===== src/rtl/plane_row_pkg.sv =====
package plane_row_pkg;
    typedef enum logic [1:0] {
        ST_IDLE  = 2'd0,
        ST_LOAD  = 2'd1,
        ST_SHIFT = 2'd2,
        ST_STORE = 2'd3
    } seq_state_e;
endpackage


===== src/rtl/plane_row_lane.sv =====
module plane_row_lane #(
    parameter int BYTE_W = 8,
    localparam int PL_W = $clog2(BYTE_W)
) (
    input  logic              clk,
    input  logic              rst_n,
    input  logic              load_en,
    input  logic [PL_W-1:0]   plane_idx,
    input  logic              plane_bit,
    input  logic              shift_en,
    input  logic [BYTE_W-1:0] west_byte,
    output logic [BYTE_W-1:0] byte_q,
    output logic              plane_out
);
    // One unit's I/O register: bit-plane writes during load, whole-byte moves during shift
    always_ff @(posedge clk) begin
        if (!rst_n) begin
            byte_q <= '0;
        end else if (load_en) begin
            byte_q[plane_idx] <= plane_bit;
        end else if (shift_en) begin
            byte_q <= west_byte;
        end
    end

    assign plane_out = byte_q[plane_idx];

    // a granted plane read lands in the selected bit
    a_r3_plane_capture: assert property (@(posedge clk) disable iff (!rst_n)
        load_en |=> byte_q[$past(plane_idx)] == $past(plane_bit));

    // a shift step takes the west neighbour's byte
    a_r6_shift_take: assert property (@(posedge clk) disable iff (!rst_n)
        shift_en |=> byte_q == $past(west_byte));

    // the load and shift phases never overlap
    a_r4_phase_excl: assert property (@(posedge clk) disable iff (!rst_n)
        !(load_en && shift_en));
endmodule


===== src/rtl/plane_row_seq.sv =====
module plane_row_seq
    import plane_row_pkg::*;
#(
    parameter int UNITS  = 8,
    parameter int BYTE_W = 8,
    parameter int ADDR_W = 10,
    localparam int PL_W   = $clog2(BYTE_W),
    localparam int STEP_W = $clog2(UNITS)
) (
    input  logic              clk,
    input  logic              rst_n,
    input  logic              start,
    input  logic [ADDR_W-1:0] base_addr,
    input  logic              mem_gnt,
    input  logic              in_valid,
    output logic [PL_W-1:0]   plane_idx,
    output logic              mem_req,
    output logic              mem_we,
    output logic [ADDR_W-1:0] mem_addr,
    output logic              load_en,
    output logic              shift_en,
    output logic              out_valid,
    output logic              done
);
    localparam logic [PL_W-1:0]   PLANE_LAST = PL_W'(BYTE_W - 1);
    localparam logic [STEP_W-1:0] STEP_LAST  = STEP_W'(UNITS - 1);

    seq_state_e        state_q, state_d;
    logic [PL_W-1:0]   plane_q;
    logic [STEP_W-1:0] step_q;
    logic [ADDR_W-1:0] base_q;
    logic              done_q;
    logic              plane_adv, step_adv, done_set;
    logic              plane_last, step_last;

    assign plane_last = (plane_q == PLANE_LAST);
    assign step_last  = (step_q == STEP_LAST);

    // State register and counters
    always_ff @(posedge clk) begin
        if (!rst_n) begin
            state_q <= ST_IDLE;
            plane_q <= '0;
            step_q  <= '0;
            base_q  <= '0;
            done_q  <= 1'b0;
        end else begin
            state_q <= state_d;
            done_q  <= done_set;
            if (state_q == ST_IDLE && start) begin
                base_q <= base_addr;
            end
            if (plane_adv) begin
                plane_q <= plane_last ? '0 : plane_q + 1'b1;
            end
            if (step_adv) begin
                step_q <= step_last ? '0 : step_q + 1'b1;
            end
        end
    end

    // Transitions and outputs
    always_comb begin
        state_d   = state_q;
        plane_adv = 1'b0;
        step_adv  = 1'b0;
        done_set  = 1'b0;
        mem_req   = 1'b0;
        mem_we    = 1'b0;
        load_en   = 1'b0;
        shift_en  = 1'b0;
        out_valid = 1'b0;
        unique case (state_q)
            ST_IDLE: begin
                if (start) state_d = ST_LOAD;
            end
            ST_LOAD: begin
                mem_req = 1'b1;
                if (mem_gnt) begin
                    load_en   = 1'b1;
                    plane_adv = 1'b1;
                    if (plane_last) state_d = ST_SHIFT;
                end
            end
            ST_SHIFT: begin
                if (in_valid) begin
                    shift_en  = 1'b1;
                    out_valid = 1'b1;
                    step_adv  = 1'b1;
                    if (step_last) state_d = ST_STORE;
                end
            end
            ST_STORE: begin
                mem_req = 1'b1;
                mem_we  = 1'b1;
                if (mem_gnt) begin
                    plane_adv = 1'b1;
                    if (plane_last) begin
                        state_d  = ST_IDLE;
                        done_set = 1'b1;
                    end
                end
            end
            default: state_d = ST_IDLE;
        endcase
    end

    assign plane_idx = plane_q;
    assign mem_addr  = base_q + ADDR_W'(plane_q);
    assign done      = done_q;

    // no memory traffic while the row streams
    a_r4_no_mem_in_shift: assert property (@(posedge clk) disable iff (!rst_n)
        (state_q == ST_SHIFT) |-> !mem_req);

    // a denied request keeps its address and stays raised
    a_r3_addr_hold: assert property (@(posedge clk) disable iff (!rst_n)
        (mem_req && !mem_gnt) |=> (mem_req && $stable(mem_addr)));

    // done lasts one cycle
    a_r8_done_pulse: assert property (@(posedge clk) disable iff (!rst_n)
        done |=> !done);

    // done follows a store grant
    a_r8_done_source: assert property (@(posedge clk) disable iff (!rst_n)
        done |-> $past(mem_we && mem_gnt));

    // output only when a byte is offered
    a_r10_out_needs_in: assert property (@(posedge clk) disable iff (!rst_n)
        out_valid |-> in_valid);

    // the captured base stays put while a row is busy
    a_r9_base_locked: assert property (@(posedge clk) disable iff (!rst_n)
        (state_q != ST_IDLE) |=> $stable(base_q));
endmodule


===== src/rtl/plane_row_streamer.sv =====
module plane_row_streamer #(
    parameter int UNITS  = 8,
    parameter int BYTE_W = 8,
    parameter int ADDR_W = 10
) (
    input  logic              clk,
    input  logic              rst_n,
    input  logic              start,
    input  logic [ADDR_W-1:0] base_addr,
    output logic              done,
    output logic              mem_req,
    output logic              mem_we,
    output logic [ADDR_W-1:0] mem_addr,
    output logic [UNITS-1:0]  mem_wdata,
    input  logic [UNITS-1:0]  mem_rdata,
    input  logic              mem_gnt,
    input  logic [BYTE_W-1:0] in_byte,
    input  logic              in_valid,
    output logic [BYTE_W-1:0] out_byte,
    output logic              out_valid
);
    localparam int PL_W = $clog2(BYTE_W);

    logic [PL_W-1:0]   plane_idx;
    logic              load_en, shift_en;
    logic [BYTE_W-1:0] chain [UNITS];

    plane_row_seq #(
        .UNITS  (UNITS),
        .BYTE_W (BYTE_W),
        .ADDR_W (ADDR_W)
    ) u_seq (
        .clk       (clk),
        .rst_n     (rst_n),
        .start     (start),
        .base_addr (base_addr),
        .mem_gnt   (mem_gnt),
        .in_valid  (in_valid),
        .plane_idx (plane_idx),
        .mem_req   (mem_req),
        .mem_we    (mem_we),
        .mem_addr  (mem_addr),
        .load_en   (load_en),
        .shift_en  (shift_en),
        .out_valid (out_valid),
        .done      (done)
    );

    // Unit 0 is the west end; each unit takes its byte from its west neighbour
    for (genvar u = 0; u < UNITS; u++) begin : g_lane
        logic [BYTE_W-1:0] west;
        if (u == 0) begin : g_edge
            assign west = in_byte;
        end else begin : g_inner
            assign west = chain[u-1];
        end
        plane_row_lane #(
            .BYTE_W (BYTE_W)
        ) u_lane (
            .clk       (clk),
            .rst_n     (rst_n),
            .load_en   (load_en),
            .plane_idx (plane_idx),
            .plane_bit (mem_rdata[u]),
            .shift_en  (shift_en),
            .west_byte (west),
            .byte_q    (chain[u]),
            .plane_out (mem_wdata[u])
        );
    end

    assign out_byte = chain[UNITS-1];

    // quiet interface right after reset
    a_r1_quiet_after_reset: assert property (@(posedge clk)
        !rst_n |=> (!done && !mem_req && !out_valid));

    // the emitted byte is what the east unit held
    a_r5_east_byte: assert property (@(posedge clk) disable iff (!rst_n)
        out_valid |=> chain[UNITS-1] == $past(chain[UNITS-2]));
endmodule


===== config.mk =====
export PLATFORM = sky130hd
export DESIGN_NAME = plane_row_streamer
export DESIGN_NICKNAME = d
export VERILOG_FILES = /design/src/rtl/plane_row_pkg.sv /design/src/rtl/plane_row_lane.sv /design/src/rtl/plane_row_seq.sv /design/src/rtl/plane_row_streamer.sv
export SDC_FILE = /design/constraint.sdc
export NUM_CORES = 1
export LEC_CHECK = 0
export BUFFER_PORTS_ARGS = -buffer_cell sky130_fd_sc_hd__buf_2
export CAP_MARGIN = 30
export CORE_MARGIN = 4
export CORE_UTILIZATION = 58
export CTS_CLUSTER_SIZE = 16
export DETAILED_ROUTE_END_ITERATION = 10
export PLACE_DENSITY = 0.79
export SLEW_MARGIN = 10
export SYNTH_ARGS = -nofsm -noshare
export SYNTH_HDL_FRONTEND = slang
export SYNTH_HIERARCHICAL = 1
export SYNTH_SLANG_ARGS = --single-unit

===== constraint.sdc =====
create_clock -name clk -period 2.45 [get_ports clk]
set_input_delay 0.49 -clock clk [delete_from_list [all_inputs] [get_ports clk]]
set_output_delay 0.49 -clock clk [all_outputs]
set_load 0.02 [all_outputs]

==> impl_results.md, run 1 <==
- Hold WS: 0.369 ns
- R2r startpoint: u_seq/state_q[0]
- First DRT Iteration DRCs: 457
- Cell Area, Synth: 0.00524 mm²
- Worst-Margin Slew: 0.641 ns
- Sequential cell area fraction in the yosys report: 31.7%
- Most common cell after layout, fill and taps aside: dfxtp_1
- Area Overhead vs Synth: 14.8%
- Startpoint Class: flop
- Most frequent cells in the layout: dfxtp_1, buf_2, nand2_1
- Worst-case clock buffer depth: 2
- Total wire length: 14.3 mm
- Die area: 0.0106 mm²
- Register Area: 0.00167 mm²
- Synth warn: 6
- Initial Util: 59.8%
- Sw Share: 38.2%
- Hold Crit Class: input pin to flop
- Top Family by Delay on Critical Path: multiplexers
- First-pass GRT wire length: 23.0 mm
- Req. time, crit path: 1.96 ns
- Vias/cell: 6.83
- Largest net degree at the start of global routing: 89
- Largest family of logic cells by synthesized area: compound AO/OA/AOI/OAI gates
- Cell area power density: 788 mW/mm²
- Routed vias: 5102
- Setup tns final: 0 ns
- # hold bufs at CTS: 0
- Met3 Usage GRT: 3.32%
- Final WS setup: 0.0523 ns
- DR pass1 iterations: 5
- Net Count, Synth: 635
- Relative slew margins: 57.2%
- Hold_sp: in_byte[1]
- XOR/XNOR Fraction of Synth Area: 1.34%
- Core area: 0.00876 mm²
- Static leakage: 2.37 nW
- Die Width: 103 µm
- Worst-path clk slew: 0.10 ns
- Switch Pwr: 1.81 mW
- Final max-slew violation count: 0
- Slowest cell on the critical path: mux4_2
- EDFF count, synth: 0
- Crit path DAT: 1.91 ns
- Multiplexer share of the synthesized area: 9.63%
- Final HPWL DP: 9.07 mm
- Combinational power share: 39.9%
- Setup CP Type: flop to output pin
- # H-tree levels: 3
- Cell Int Power: 2.93 mW
- Fin. Hold Viols: 0
- Area of the multi-input gates: 0.00325 mm²
- # IOs: 61
- GRT Resource Usage Total: 26.7%
- FILL cells: 681
- Clock sinks: 83
- CP max FO: 22
- CP Launch Point: u_seq/plane_idx[1]
- WP buf/inv: 2
- Clock latency on the worst-skew pair: 0.36 ns
- Die height: 103 µm
- Vias in the first global route: 4749
- Final Util: 68.6%
- Netlist cell types: 52
- Minimum clock period: 2.40 ns
- Fin crit share: 97.9%
- Root buf cell: clkbuf_8
- Async S/R FF share, synth: 0%
- Final std cells w/o fill: 747
- Initial antenna violation count: 0
- Endpoint class of the critical path: output pin
- Syn Area/Cell: 8.85 µm²
- Antenna Cells: 0
- Routed Antenna Nets: 0
- Top cells by area, synth: dfxtp_1, mux4_2, o31ai_1
- # port buffers: 60
- Yosys reg bits: 83
- Worst slack at placement: 0.258 ns
- Met1 global-route usage: 37.1%
- Status: finished, final reports clean
- Cells along the critical path: buf_12 > mux4_2 > mux2_4 > buf_2
- GP Congestion: 0.933
- DRC: 0
- Placed cell count: 723
- Area share of the largest cell type after synthesis: 31.7%
- Grt peak-use layer: met2
- Clk network pwr share: 22.4%
- VDD IR max: 0.438 mV
- Area leader, netlist: dfxtp_1
- Largest stage delay, worst path: 0.51 ns
- Compound-cell area share of the yosys netlist: 25.3%
- Row count: 34
- Ys flop type: dfxtp_1
- Post-synthesis adder-cell area fraction: 3.01%
- Setup Skew: 0.0147 ns
- TritonCTS clock tree: yes
- Max-cap violation count: 0
- Sequential power share: 37.7%
- Max Freq: 417 MHz
- Final net count: 677
- WL/cell: 19.1 µm
- Final setup viols: 0
- CTS buffer count: 9
- Simple-gate share of the synthesized area: 22.7%
- Global route overflow: 0
- M2 GR Usage: 42.6%
- Share of layout cells above drive strength 1: 22.7%
- Cells after Synth: 592
[sequential cells by signal (all words and copies together), names as in the netlist]
| register | flops |
|---|---|
| u_seq/done | 1 |
| u_seq/state_q | 2 |
| g_lane.u_lane/byte_q | 64 |
| u_seq/step_q | 3 |
| u_seq/plane_idx | 3 |
| u_seq/base_q | 10 |
[synthesized netlist by cell type, drive strengths merged (11+ instances only)]
library cell / number
nand2b: 25
o211ai: 15
clkbuf: 18
o31ai: 36
inv: 11
o2111ai: 16
nand2: 48
nor2b: 14
a21boi: 12
nor2: 22
ha: 11
dfxtp: 83
o221ai: 16
buf: 41
o21ai: 19
mux4: 16
nand4: 17
nand3: 20
a21oi: 47
a22oi: 14
[metrics by stage]
stage / cell area (µm²) / total power, mW
3_3_place_gp: 5620 / 3.50
6_report: 6010 / 4.74
4_1_cts: 5940 / 4.68
2_1_floorplan: 5240 / 3.07
3_5_place_dp: 5620 / 3.56
5_1_grt: 6010 / 4.99
[worst register-to-register path: stages, from the launching register on]
cell and delay, ns:
dfxtp_1 0.35, inv_1 0.09, ha_1 0.20, nand2_1 0.13
inv_1 0.37, buf_4 0.23, nor2b_1 0.54, o31ai_1 0.16
a21oi_1 0.13
[layer usage]
layer  vias to the layer above  share of wire [%]
li1                       2370                  -
met4                         0                2.0
met5                         -                  0
met1                      2468                 44
met2                       230                 47
met3                        34                6.7
[worst paths after layout]
check        slack [ns]  depth (start not counted)                          to
max                0.05                          4                mem_wdata[3]
min                0.37                          3  g_lane[0].u_lane/byte_q[1]
max reg2reg        0.18                          8  g_lane[4].u_lane/byte_q[2]
min reg2reg        0.48                          2             u_seq/base_q[2]
[area by class of cell]
class,instances,area share (%)
multi-input cells,439,54.1
inverters,11,0.687
well taps,108,2.25
flip-flops and latches,83,27.8
clock inverters,5,1.02
clock buffers,11,2.52
repair buffers,90,11.6
[repair_timing]
item	CTS	global route
gates resized for setup	7	5
setup endpoints to repair	8	14
buffers inserted	0	4
cloned	3	1
[cells by family after synthesis]
kind of cell	Yosys count
simple gates	200
xor+xnor	8
buf+inv	70
fa+ha+maj	12
mux	26
compound gates	193
flops	83
[power groups by stage]
stage	registers [mW]	clock network (mW)	logic, mW
after global placement	1.80	0	1.70
after CTS	1.78	1.07	1.82
after detailed placement	1.81	0	1.75
after floorplan	1.77	0	1.30
after global routing	1.81	1.14	2.05
final	1.79	1.06	1.89
(Power assumes the default switching activity.)
==> run 2, diff against run 1 <==
CORE_UTILIZATION = 59   (was 58)
PLACE_DENSITY = 0.92   (was 0.79)
==> impl_results.md, run 2 (same netlist as run 1, synthesis figures left out) <==
- Largest net degree at the start of global routing: 108
- Biggest regs: g_lane.u_lane/byte_q x64, u_seq/base_q x10
- Root buf cell: clkbuf_8
- Row count: 34
- Met3 Usage GRT: 5.94%
- Fin crit share: 99.0%
- FILL cells: 644
- Static leakage: 2.33 nW
- WP buf/inv: 1
- Met1 global-route usage: 36.5%
- Hold WS: 0.370 ns
- VDD IR max: 0.596 mV
- Setup Skew: 0.0144 ns
- R2R depth: 8
- Startpoint Class: flop
- M2 GR Usage: 49.1%
- Minimum clock period: 2.43 ns
- Cells along the critical path: ha_2 > fa_2 > a21o_1 > nand4_1 > xnor2_1 > buf_4
- DR pass1 iterations: 9
- Most frequent cells in the layout: dfxtp_1, buf_2, nand2_1
- Cell area power density: 794 mW/mm²
- Biggest register: g_lane.u_lane/byte_q
- Area of the multi-input gates: 0.00326 mm²
- Routed vias: 5255
- Register Area: 0.00167 mm²
- # port buffers: 60
- First DRT Iteration DRCs: 847
- Max Freq: 412 MHz
- Antenna Cells: 0
- Req. time, crit path: 1.96 ns
- Status: finished, final reports clean
- Slowest cell on the critical path: dfxtp_4
- RSZ-0062 raised after global routing: yes
- # H-tree levels: 3
- Fin. Hold Viols: 0
- Most common cell after layout, fill and taps aside: dfxtp_1
- Core area: 0.00868 mm²
- Final setup viols: 0
- TritonCTS clock tree: yes
- Crit. path cell count: 6
- Setup tns final: 0 ns
- Routed Antenna Nets: 0
- Share of layout cells above drive strength 1: 22.0%
- Final max-slew violation count: 0
- Worst-Margin Slew: 0.643 ns
- Clock sinks: 83
- Endpoint class of the critical path: output pin
- Initial Util: 60.3%
- Total wire length: 15.1 mm
- Final HPWL DP: 9.34 mm
- First-pass GRT wire length: 24.4 mm
- Reg2reg setup slack: 0.23 ns
- GRT Resource Usage Total: 29.1%
- Hold EP: g_lane[0].u_lane/byte_q[5]
- R2r startpoint: u_seq/state_q[1]
- Cell depth of the worst hold path: 3
- Max-cap violation count: 0
- Global route overflow: 0
- WL/cell: 20.4 µm
- Area Overhead vs Synth: 13.6%
- Vias/cell: 7.10
- Worst-path clk slew: 0.08 ns
- Worst-case clock buffer depth: 2
- GP Congestion: 0.890
- Reg2reg end: g_lane[3].u_lane/byte_q[3]
- Crit path DAT: 1.94 ns
- Largest stage delay, worst path: 0.39 ns
- Die Width: 102 µm
- Grt peak-use layer: met2
- DRC: 0
- Final net count: 670
- Initial antenna violation count: 0
- Clock latency on the worst-skew pair: 0.36 ns
- Top Family by Delay on Critical Path: adder cells
- Setup CP Type: flop to output pin
- Die area: 0.0104 mm²
- Max reg flops: 64
- Hold_sp: in_byte[5]
- CTS buffer count: 9
- CP max FO: 6
- Relative slew margins: 57.1%
- Die height: 102 µm
- Hold Crit Class: input pin to flop
- Vias in the first global route: 4966
- # IOs: 61
- # hold bufs at CTS: 0
[run 2: cell count changes in the layout (fill, tap and decap cells not counted), sizes merged]
cell    delta
buf        -6
bufbuf     -1
clkbuf     +1
clkinv     -1
[run 2: per-layer routing]
layer / vias to the layer above / part of all wire (%) / routed length [µm]
li1: 2356 / - / -
met1: 2496 / 37 / 5610
met2: 345 / 50 / 7490
met3: 58 / 10 / 1510
met4: 0 / 3.4 / 510
met5: - / 0 / 0
[run 2: area by class of cell]
cell class              instances  share of cell area (%)
clock inverters                 4                   0.820
well taps                     108                    2.27
flip-flops and latches         83                    28.1
inverters                      11                   0.694
repair buffers                 83                    10.7
clock buffers                  12                    2.61
multi-input cells             439                    54.8
[run 2: where the power goes]
group          leakage [nW]  internal (mW)  switching, mW  total (mW)
logic                  1.54          0.799           1.09        1.89
clock network         0.106          0.526          0.505        1.03
registers             0.675           1.57          0.232        1.80
total                  2.33           2.90           1.83        4.72
[run 2: through the flow]
step	cells	power (mW)	util [%]	worst slack, ns	area (µm²)
after detailed placement	719	3.55	64.4	0.312	5590
after global routing	740	4.96	68.5	-0.0271	5950
after global placement	719	3.46	64.4	0.365	5590
after CTS	737	4.63	67.7	0.000433	5870
after floorplan	592	3.07	-	0.0305	5240
final	740	4.72	68.5	0.0237	5950
[run 2: worst max path at each step]
stage          slack [ns]                    endpoint               start
2_1_floorplan        0.03                 mem_addr[6]  u_seq/plane_idx[0]
4_1_cts            0.0004                mem_wdata[7]  u_seq/plane_idx[1]
5_1_grt             -0.03                 mem_addr[6]  u_seq/plane_idx[0]
3_5_place_dp         0.31  g_lane[3].u_lane/byte_q[2]    u_seq/state_q[1]
3_3_place_gp         0.37                mem_wdata[2]  u_seq/plane_idx[0]
6_report             0.02                 mem_addr[6]  u_seq/plane_idx[0]
[run 2: timing repair]
| action | CTS | global route |
|---|---|---|
| gates resized for setup | 9 | 5 |
| setup buffers | 0 | 2 |
| gates cloned | 2 | 1 |
| endpoints found under the setup margin | 11 | 13 |
[run 2: worst register-to-register path: stages (launching register included)]
cell     delay, ns
dfxtp_1       0.38
inv_1         0.08
ha_1          0.21
and2_2        0.30
buf_12        0.23
buf_4         0.20
nor2b_1       0.44
nor2_1        0.11
a21oi_1       0.19
